`config.mk`:
```
export PLATFORM = sky130hd
export DESIGN_NAME = pll_freq_calc
export DESIGN_NICKNAME = d
export VERILOG_FILES = /design/src/rtl/pll_calc_pkg.sv /design/src/rtl/pll_field_decode.sv /design/src/rtl/pll_divider.sv /design/src/rtl/pll_freq_calc.sv
export SDC_FILE = /design/constraint.sdc
export NUM_CORES = 1
export LEC_CHECK = 0
export CAP_MARGIN = 20
export CORE_MARGIN = 4
export CORE_UTILIZATION = 65
export DETAILED_ROUTE_END_ITERATION = 10
export PLACE_DENSITY = 0.95
export SLEW_MARGIN = 20
export SYNTH_ARGS = -nofsm -noshare
export SYNTH_HDL_FRONTEND = slang
export SYNTH_SLANG_ARGS = --single-unit
export TNS_END_PERCENT = 1
```
`constraint.sdc`:
```
create_clock -name clk -period 17.1 [get_ports clk]
set_clock_uncertainty 0.2 [all_clocks]
set_input_delay 3.42 -clock clk [delete_from_list [all_inputs] [get_ports clk]]
set_output_delay 3.42 -clock clk [all_outputs]
set_load 0.05 [all_outputs]
```
`src/rtl/pll_calc_pkg.sv`:
```
// Package: shared state type and source-select codes for the PLL frequency calculator.
// Assumes: a 2-bit source select.
package pll_calc_pkg;
    typedef enum logic [1:0] {
        ST_IDLE = 2'd0,
        ST_EVAL = 2'd1,
        ST_DIV1 = 2'd2,
        ST_DIV2 = 2'd3
    } calc_state_e;

    localparam logic [1:0] SRC_SINGLE = 2'd2;
    localparam logic [1:0] SRC_DUAL   = 2'd3;
endpackage

```
`src/rtl/pll_field_decode.sv`:
```
// Module: pll_field_decode
// Splits the captured control and coefficient words into the operands of each
// stage, the post-divider exponent, the stage-two gate and a validity flag.
// The validity flag covers the enable bit, the source select and a zero
// first-stage divider.
// Assumes: the top two bits of the control word are enable and stage-two gate,
// and the gate-cancel bit sits right above the first coefficient byte.
module pll_field_decode
    import pll_calc_pkg::*;
#(
    parameter int WORD_W = 32,
    parameter int COEF_W = 8,
    parameter int P_W    = 3,
    parameter int P_LSB  = 16
) (
    input  logic [WORD_W-1:0] ctrl_i,
    input  logic [WORD_W-1:0] coef_i,
    input  logic [1:0]        src_i,
    output logic              valid_o,
    output logic              stage2_o,
    output logic [COEF_W-1:0] n1_o,
    output logic [COEF_W-1:0] m1_o,
    output logic [COEF_W-1:0] n2_o,
    output logic [COEF_W-1:0] m2_o,
    output logic [P_W-1:0]    p_o
);
    localparam int EN_BIT     = WORD_W - 1;
    localparam int GATE_BIT   = WORD_W - 2;
    localparam int CANCEL_BIT = COEF_W;

    logic is_single;
    logic is_dual;

    // Operand selection by layout.
    always_comb begin
        is_single = (src_i == SRC_SINGLE);
        is_dual   = (src_i == SRC_DUAL);
        p_o       = ctrl_i[P_LSB +: P_W];
        n2_o      = coef_i[3*COEF_W +: COEF_W];
        m2_o      = coef_i[2*COEF_W +: COEF_W];
        if (is_dual) begin
            n1_o = coef_i[COEF_W +: COEF_W];
            m1_o = coef_i[0 +: COEF_W];
        end else begin
            n1_o = ctrl_i[COEF_W +: COEF_W];
            m1_o = ctrl_i[0 +: COEF_W];
        end
        valid_o  = ctrl_i[EN_BIT] && (is_single || is_dual) && (m1_o != '0);
        stage2_o = is_dual && ctrl_i[GATE_BIT] && !ctrl_i[CANCEL_BIT];
    end
endmodule

```
`src/rtl/pll_divider.sv`:
```
// Module: pll_divider
// Restoring shift-subtract unsigned divider. It takes one quotient bit per
// cycle and pulses done_o once, DVD_W cycles after a start is accepted.
// Assumes: the divisor is nonzero and start_i is raised only while idle.
module pll_divider #(
    parameter int DVD_W = 40,
    parameter int DVS_W = 8
) (
    input  logic             clk,
    input  logic             rst_n,
    input  logic             start_i,
    input  logic [DVD_W-1:0] dividend_i,
    input  logic [DVS_W-1:0] divisor_i,
    output logic             done_o,
    output logic [DVD_W-1:0] quot_o
);
    localparam int CNT_W = $clog2(DVD_W + 1);

    logic [DVS_W:0]   rem_q;
    logic [DVD_W-1:0] quo_q;
    logic [DVS_W-1:0] dvs_q;
    logic [CNT_W-1:0] cnt_q;
    logic             run_q;
    logic [DVS_W:0]   shifted;
    logic             fits;

    // One restoring step: bring in the next dividend bit and try the subtraction.
    always_comb begin
        shifted = {rem_q[DVS_W-1:0], quo_q[DVD_W-1]};
        fits    = (shifted >= {1'b0, dvs_q});
    end

    // Iteration registers and the completion strobe.
    always_ff @(posedge clk) begin
        if (!rst_n) begin
            rem_q  <= '0;
            quo_q  <= '0;
            dvs_q  <= '0;
            cnt_q  <= '0;
            run_q  <= 1'b0;
            done_o <= 1'b0;
        end else begin
            done_o <= 1'b0;
            if (start_i && !run_q) begin
                quo_q <= dividend_i;
                rem_q <= '0;
                dvs_q <= divisor_i;
                cnt_q <= '0;
                run_q <= 1'b1;
            end else if (run_q) begin
                quo_q <= {quo_q[DVD_W-2:0], fits};
                rem_q <= fits ? (shifted - {1'b0, dvs_q}) : shifted;
                cnt_q <= cnt_q + 1'b1;
                if (cnt_q == CNT_W'(DVD_W - 1)) begin
                    run_q  <= 1'b0;
                    done_o <= 1'b1;
                end
            end
        end
    end

    assign quot_o = quo_q;
endmodule

```
`src/rtl/pll_freq_calc.sv`:
```
// Module: pll_freq_calc (top)
// Captures a settings snapshot on start and evaluates reference*N1/M1. When the
// stage-two gate is active it then applies *N2/M2. The value is shifted right
// by P and returned with a one-cycle done strobe. Disabled or illegal settings
// give zero without using the divider.
// Assumes: REF_KHZ*(2^COEF_W-1)^2 fits in PROD_W bits.
module pll_freq_calc
    import pll_calc_pkg::*;
#(
    parameter int REF_KHZ = 27000,
    parameter int WORD_W  = 32,
    parameter int COEF_W  = 8,
    parameter int P_W     = 3,
    parameter int PROD_W  = 40,
    parameter int FREQ_W  = 32
) (
    input  logic              clk,
    input  logic              rst_n,
    input  logic              start_i,
    input  logic [1:0]        src_sel_i,
    input  logic [WORD_W-1:0] ctrl_i,
    input  logic [WORD_W-1:0] coef_i,
    output logic              busy_o,
    output logic              done_o,
    output logic [FREQ_W-1:0] freq_khz_o
);
    localparam int EXT_W = PROD_W - COEF_W;
    localparam logic [PROD_W-1:0] REF_W = PROD_W'(REF_KHZ);

    calc_state_e       state_q;
    logic [WORD_W-1:0] ctrl_q;
    logic [WORD_W-1:0] coef_q;
    logic [1:0]        src_q;

    logic              valid;
    logic              stage2;
    logic [COEF_W-1:0] n1, m1, n2, m2;
    logic [P_W-1:0]    p;

    logic              div_start;
    logic              div_done;
    logic [PROD_W-1:0] div_dividend;
    logic [COEF_W-1:0] div_divisor;
    logic [PROD_W-1:0] div_quot;
    logic [PROD_W-1:0] shifted_q;

    pll_field_decode #(
        .WORD_W (WORD_W),
        .COEF_W (COEF_W),
        .P_W    (P_W)
    ) u_decode (
        .ctrl_i   (ctrl_q),
        .coef_i   (coef_q),
        .src_i    (src_q),
        .valid_o  (valid),
        .stage2_o (stage2),
        .n1_o     (n1),
        .m1_o     (m1),
        .n2_o     (n2),
        .m2_o     (m2),
        .p_o      (p)
    );

    // Divider launch and operand steering for both stages.
    always_comb begin
        div_start    = 1'b0;
        div_dividend = REF_W * {{EXT_W{1'b0}}, n1};
        div_divisor  = m1;
        if (state_q == ST_EVAL) begin
            div_start = valid;
        end else begin
            div_dividend = div_quot * {{EXT_W{1'b0}}, n2};
            div_divisor  = m2;
            div_start    = (state_q == ST_DIV1) && div_done && stage2 && (m2 != '0);
        end
        shifted_q = div_quot >> p;
    end

    pll_divider #(
        .DVD_W (PROD_W),
        .DVS_W (COEF_W)
    ) u_div (
        .clk        (clk),
        .rst_n      (rst_n),
        .start_i    (div_start),
        .dividend_i (div_dividend),
        .divisor_i  (div_divisor),
        .done_o     (div_done),
        .quot_o     (div_quot)
    );

    // Sequencer: capture, stage selection, result and strobe.
    always_ff @(posedge clk) begin
        if (!rst_n) begin
            state_q    <= ST_IDLE;
            ctrl_q     <= '0;
            coef_q     <= '0;
            src_q      <= '0;
            busy_o     <= 1'b0;
            done_o     <= 1'b0;
            freq_khz_o <= '0;
        end else begin
            done_o <= 1'b0;
            unique case (state_q)
                ST_IDLE: begin
                    if (start_i) begin
                        ctrl_q  <= ctrl_i;
                        coef_q  <= coef_i;
                        src_q   <= src_sel_i;
                        busy_o  <= 1'b1;
                        state_q <= ST_EVAL;
                    end
                end
                ST_EVAL: begin
                    if (!valid) begin
                        freq_khz_o <= '0;
                        done_o     <= 1'b1;
                        busy_o     <= 1'b0;
                        state_q    <= ST_IDLE;
                    end else begin
                        state_q <= ST_DIV1;
                    end
                end
                ST_DIV1: begin
                    if (div_done) begin
                        if (stage2 && (m2 != '0)) begin
                            state_q <= ST_DIV2;
                        end else begin
                            freq_khz_o <= stage2 ? '0 : FREQ_W'(shifted_q);
                            done_o     <= 1'b1;
                            busy_o     <= 1'b0;
                            state_q    <= ST_IDLE;
                        end
                    end
                end
                ST_DIV2: begin
                    if (div_done) begin
                        freq_khz_o <= FREQ_W'(shifted_q);
                        done_o     <= 1'b1;
                        busy_o     <= 1'b0;
                        state_q    <= ST_IDLE;
                    end
                end
                default: state_q <= ST_IDLE;
            endcase
        end
    end
endmodule

```
* Word level (Yosys, flattened, before mapping)
Cells that the tools add are included.
** Word-level totals
- Word-level logic and storage cells :: 90
- Output and inout bits :: 34
- Register bits after elaboration :: 166
- Input port bits :: 69
** Cells by class
- $lt $le $gt $ge :: 1
- Multiply operators :: 2
- Reductions and logical operators :: 23
- Add/sub/neg operators :: 2
- Eq/ne operators :: 11
- Bitwise operators :: 2
- Multiplexer cells :: 35
- Shift operators :: 1
** Operators by type and width (count)
- $mux 32 :: 5
- $mux 40 :: 3
- $pmux 32 s3 :: 1
- $mul 40x8->40 :: 1
- $shr 40x3->32 :: 1
- $mux 8 :: 4
- $mul 12x8->20 const A :: 1
- $reduce_bool 8->1 :: 2
- $mux 1 :: 14
- $mux 2 :: 5
- $reduce_and 5->1 :: 2
- $ge 9x8->1 :: 1
- $logic_and 1x1->1 :: 9
- $eq 2x2->1 const B :: 4
- $pmux 2 s4 :: 1
- $sub 8x8->8 :: 1
- $add 6x1->6 const B :: 1
- $eq 6x6->1 const B :: 1
- $ne 2x2->1 const B :: 3
- $ne 2x1->1 const B :: 2
- $pmux 1 s4 :: 1
- $pmux 1 s3 :: 1
- $reduce_and 3->1 :: 1
- $reduce_bool 3->1 :: 1
- 9 further kinds :: 11

* Depth between registers and ports, before layout
- Depth after elaboration :: 8
- Gate-level depth with buffers :: 22
- Depth with buffers taken out :: 20

* Cells and area by module
A second synthesis with hierarchy kept.
** Unflattened totals
- Cells, all modules :: 2248
- Area total of the unflattened synthesis :: 19354.8 µm²
** Modules (own cells, without submodules)
- pll_freq_calc :: area an instance 15671.3 µm², seq. area each 2042.0 µm², cells an instance 1825, times used 1
- pll_divider :: area an instance 3250.6 µm², seq. area each 1281.2 µm², cells an instance 378, times used 1
- pll_field_decode :: area an instance 432.9 µm², seq. area each 0.0 µm², cells an instance 45, times used 1

* Worst setup path before layout
OpenSTA, ideal clock, no wires.
- Kind :: register to register
- Start :: register src_q[0]
- End :: register u_div.quo_q[19], in the netlist u_div.quot_o[19]
- Setup time :: 120 ps
- Stages on the path, launching flop included :: 19
- Arrival :: 5235 ps
- Slack :: 11545 ps
- Period minus slack after synthesis :: 5555 ps
- Buffers on the path :: 1
- Data required time :: 16780 ps
- Cell sequence :: dfxtp_1 > nand2_2 > buf_1 > mux2i_1 > inv_1 > ha_1 > inv_1 > fa_1 > fa_1 > fa_1 > ha_1 > a211o_1 > a211oi_1 > o31ai_1 > a41oi_1 > mux2i_1 > o21ai_0 > a221oi_2 > nor2_1
** On the way
- Word-level cells in the longest chain between the ends :: 8
- Elaborated cells between the ends (all ways) :: 18
- Those cells by class :: mul: 1; eq/ne: 2; mux: 5; reduce/logical: 10
** Ends and longest elaborated chain
- start: declaration :: RTL line pll_freq_calc.sv:33 : logic [1:0] src_q;
- start signal: assignment :: RTL line pll_freq_calc.sv:109 : src_q <= src_sel_i;
- branches (longest 8 deep; another with $mul 12x8->20)
- end signal: assignment :: RTL line pll_divider.sv:45 : quo_q <= dividend_i;
- end signal: assignment :: RTL line pll_divider.sv:51 : quo_q <= {quo_q[DVD_W-2:0], fits};
- end: declaration :: RTL line pll_divider.sv:20 : logic [DVD_W-1:0] quo_q;
Several ways; the timed one is not identified.
A chain may end at the register's enable or synchronous reset.

* Worst setup path after layout
- Start :: register src_q[1]
- End :: register u_div.quo_q[19], in the netlist u_div.quot_o[19]
Same word-level chain as after synthesis.

==> run summary <==
The number of antenna violations at the first check in global routing came out at 0. The fraction of final layout cells sized beyond drive strength 1 came out at 0.0573. By count the netlist is led by 252 x sky130_fd_sc_hd__nand2_1, 250 x sky130_fd_sc_hd__inv_1, 232 x sky130_fd_sc_hd__and2_1. The switching portion of total power is 0.340. The hold buffer count at cts is 0. STA classifies the critical path endpoint as a register. The power density over the cells came out at 48.4 nW/µm². The number of hold violations in the final report is 0.

The total net switching power came out at 331 µW. The share of the Yosys chip area taken by registers is 0.166. Of the total synthesized cell area, the portion taken by XOR and XNOR cells is 0.0268. The wire length of the first global-routing pass came out at 80.7 mm. For this run, the total global-route usage over all layers was measured as 0.317. The most critical setup path has its endpoint at u_div.quot_o[19]. STA classifies the critical path startpoint as a register.

The first-pass iteration count of the detailed router is 6. The total inserted antenna cells came out at 0. The post-synthesis instance total came out at 2178. The number of distinct library cells after synthesis came out at 81. The minimum setup slack among reg-to-reg paths is 10.76 ns. Setup total negative slack on the finished layout was measured at 0 ns. Of the total power, registers draw 0.399.

Dividing the synthesized area by the synthesized cell count gives 8.57 µm². The number of cell rows is 61. The worst hold slack is 0.260 ns.

The leakage power of the design is 0.00930 µW. The net count after synthesis is 2588. The number of warnings printed during yosys synthesis came out at 0.

Before CTS, the worst setup slack after placement is 10.81 ns. The post-CTS setup repair buffer count is 0. The portion of total power attributed to the clock network came out at 0.404. The deepest clock path buffer count is 2.

The number of maximum-capacitance constraint violations came out at 0. The peak per-stage delay on the critical path is 0.58 ns. Detailed routing inserted a total of 15881 vias. In the final design database the tool counted 2561 nets. The worst reg-to-reg path cell count is 17. The slowest stage of the critical path is the sky130_fd_sc_hd__dfxtp_1 cell. The worst register-to-register path begins at src_q[1]. Of the available clock period, the critical path in the final layout requires 0.371. The I/O pin count is 103. The adder-cell share of the synthesized area came out at 0.322.

The maximum fanout along the worst path is 17. The clock input transition at the sequential cells of the worst setup and hold paths is 0.08 ns. The critical path is of the register to register type.

The floorplan step defined a die boundary enclosing 31500 µm². The min-delay analysis places its worst path in the category register to register. The mapped netlist covers 18700 µm². The final-report setup violation count is 0.

Entering global routing, the biggest net connects 66 pins. The worst reg2reg path endpoint is u_div.quot_o[19]. The synthesized design contains 155 register bits. The mux share of post-synthesis cell area is 0.0671. The wire length per cell came out at 19.1 µm.

The finished layout holds 2542 standard cells, fillers aside. The H-tree was split into 4 levels. The tree is rooted in a sky130_fd_sc_hd__clkbuf_16. Setup repair after global routing left no endpoint under its margin. The worst path arrival time is 6.48 ns.

In the routed layout, each cell is associated on average with a via count of 6.25. The largest family of logic cells by synthesized area is adder cells. The final weighted congestion in routability-driven placement came out at 0.939.

The post-route worst setup slack is 10.76 ns. After synthesis, the share of flip-flops with an asynchronous set or reset is 0. The flow ran to the end, and the final reports show no timing, DRC or antenna violations. The number of buffers created by CTS is 17.

The cell that appears most often on the critical path is sky130_fd_sc_hd__fa_1. The internal portion of the total power is 645 µW. The insertion delay to the later sink of the worst-skew pair came out at 0.45 ns.

The worst-case vdd ir drop came out at 0.0675 mV. The start point of the critical path is src_q[1]. The post-cts resize count came out at 0. The die is 177 µm wide. The share of the synthesized area in compound gates (AO/OA/AOI/OAI) was 0.132. sky130_fd_sc_hd__fa_1 takes more of the synthesized area than any other cell. The count of final max-slew check failures is 0. The remaining global-route overflow is 0. The estimated wirelength of the detail-placed design is 34.1 mm. The actual transition at the worst max-transition pin came out at 1.07 ns. In this run, synthesis inferred 0 flip-flops with an integrated enable. After filler insertion, the fill cell instance count of the layout stands at 1888.

The remaining antenna violation count after routing is 0. Data on the critical path is required at its endpoint by 17.23 ns. In this run the tool buffered the top-level ports with 91 buffer cells. The highest clock rate is 158 MHz.

The clock tree from TritonCTS is done. The TritonCTS sink count came out at 155. The area inside the core boundary came out at 28100 µm².

The worst path in the final design needs a cycle of 6.34 ns, including I/O delays and setup. The area share of the leading cell type in the synthesized netlist came out at 0.248. In the synthesized netlist the dominant register cell turns out to be sky130_fd_sc_hd__dfxtp_1. Of the total synthesized cell area, the portion taken by AND, OR, NAND and NOR gates is 0.200. The number of DRC markers after the initial detailed-route iteration is 1705.

The share of total power dissipated in combinational logic is 0.197. The final wirelength came out at 48.5 mm. The height of the die is 177 µm. The utilization of the core after routing is 0.717.

For this run, design rule violations remaining after detail routing come to 0. The area growth from synthesis to layout is 7.96%. Traced cell by cell, the critical path runs through nand2_2 -> mux2i_1 -> inv_1 -> ha_1 -> inv_1 -> fa_1 -> fa_1 -> fa_1 -> ha_1 -> a211o_1 -> a211oi_1 -> o31ai_1 -> a41oi_1 -> mux2i_1 -> o21ai_0 -> a221oi_2 -> nor2_1.

For this configuration, the core starts out at a cell density of 0.664. The most repeated cell in the gate-level netlist after synthesis is sky130_fd_sc_hd__nand2_1. The headroom to the max-slew limit came out at 0.282.

The total instance count after detailed placement came out at 2509. The number of global-route vias before repair came out at 16751. In the post-synthesis netlist, the biggest area contributors are sky130_fd_sc_hd__fa_1 25%, sky130_fd_sc_hd__dfxtp_1 17%, sky130_fd_sc_hd__and2_1 7.8%.
## placed cells by master, fill, tap and decap left out, types with 9 or more instances in the layout
cell type	n
sky130_fd_sc_hd__nand2_1	251
sky130_fd_sc_hd__inv_1	249
sky130_fd_sc_hd__and2_1	231
sky130_fd_sc_hd__fa_1	231
sky130_fd_sc_hd__a21oi_1	171
sky130_fd_sc_hd__dfxtp_1	151
sky130_fd_sc_hd__nor2_1	110
sky130_fd_sc_hd__ha_1	110
sky130_fd_sc_hd__clkdlybuf4s50_1	91
sky130_fd_sc_hd__nor3_1	55
sky130_fd_sc_hd__mux2i_1	53
sky130_fd_sc_hd__o21ai_0	52
sky130_fd_sc_hd__nand3_1	32
sky130_fd_sc_hd__xnor2_1	29
sky130_fd_sc_hd__mux4_2	29
sky130_fd_sc_hd__xor2_1	28
sky130_fd_sc_hd__a21o_1	26
sky130_fd_sc_hd__a211oi_1	23
sky130_fd_sc_hd__o211ai_1	20
sky130_fd_sc_hd__clkbuf_16	17
sky130_fd_sc_hd__buf_4	15
sky130_fd_sc_hd__nand2b_1	10
sky130_fd_sc_hd__nor2b_1	9
sky130_fd_sc_hd__a221oi_2	9
sky130_fd_sc_hd__a221oi_1	9
## final cells by class
class / count / area, µm² / share of cell area
inverters: 251 / 943 / 0.0468
clock inverters: 15 / 188 / 0.00932
flip-flops and latches: 155 / 3110 / 0.154
repair buffers: 107 / 1040 / 0.0515
multi-input cells: 1619 / 14000 / 0.693
well taps: 378 / 473 / 0.0235
clock buffers: 17 / 425 / 0.0211
## worst max-delay path, delay by kind of cell, from the launching register on
kind	cells	cell delay, ns
AO/OA/AOI/OAI	6	1.72
flip-flops	1	0.58
AND/OR/NAND/NOR	2	0.42
buffers and inverters	2	0.31
adder cells (fa/ha/maj)	5	2.27
multiplexers	2	0.73
## power groups by stage
stage / clock, µW / sequential [µW] / combinational (µW)
after floorplan: 0 / 386 / 141
after global placement: 0 / 396 / 177
after detailed placement: 0 / 397 / 186
after CTS: 393 / 388 / 189
after global routing: 409 / 391 / 213
final: 395 / 389 / 192
## per-stage QoR
step                instance area, µm²  total power, µW
global route                     20100             1010
floorplan                        18700              526
global placement                 19500              573
detailed placement               19500              583
CTS                              20100              971
finish                           20100              976
## layer usage
layer,vias up,track usage,share of wire
met5,-,0,0
met4,0,0.145,0.045
met3,218,0.0744,0.10
met2,932,0.531,0.48
met1,7662,0.390,0.37
li1,7069,-,-
## flip-flops by register name, summed over array words and instances, names as in the netlist
register and flops:
u_div.quot_o 40, coef_q 32, freq_khz_o 32, ctrl_q 21, u_div.dvs_q 8, u_div.rem_q 8
u_div.cnt_q 6, src_q 2, state_q 2, busy_o 1, done_o 1, u_div.done_o 1
u_div.run_q 1
## how the worst min path moves through the flow
stage / start / end / cells after the start
finish: u_div.dvs_q[5] / u_div.dvs_q[5] / 2
global route: coef_q[31] / coef_q[31] / 2
CTS: coef_q[10] / coef_q[10] / 2
detailed placement: coef_q[10] / coef_q[10] / 2
global placement: ctrl_q[13] / ctrl_q[13] / 2
floorplan: ctrl_q[30] / ctrl_q[30] / 2
## logic make-up (layout without fill, tap and decap cells)
logic type,after synthesis,after routing
compound gates,383,383
xor+xnor,57,57
simple gates,750,750
buf+inv,404,390
fa+ha+maj,341,341
mux,88,88
flops,155,155
No activity file was read; power rests on OpenSTA's default activity.
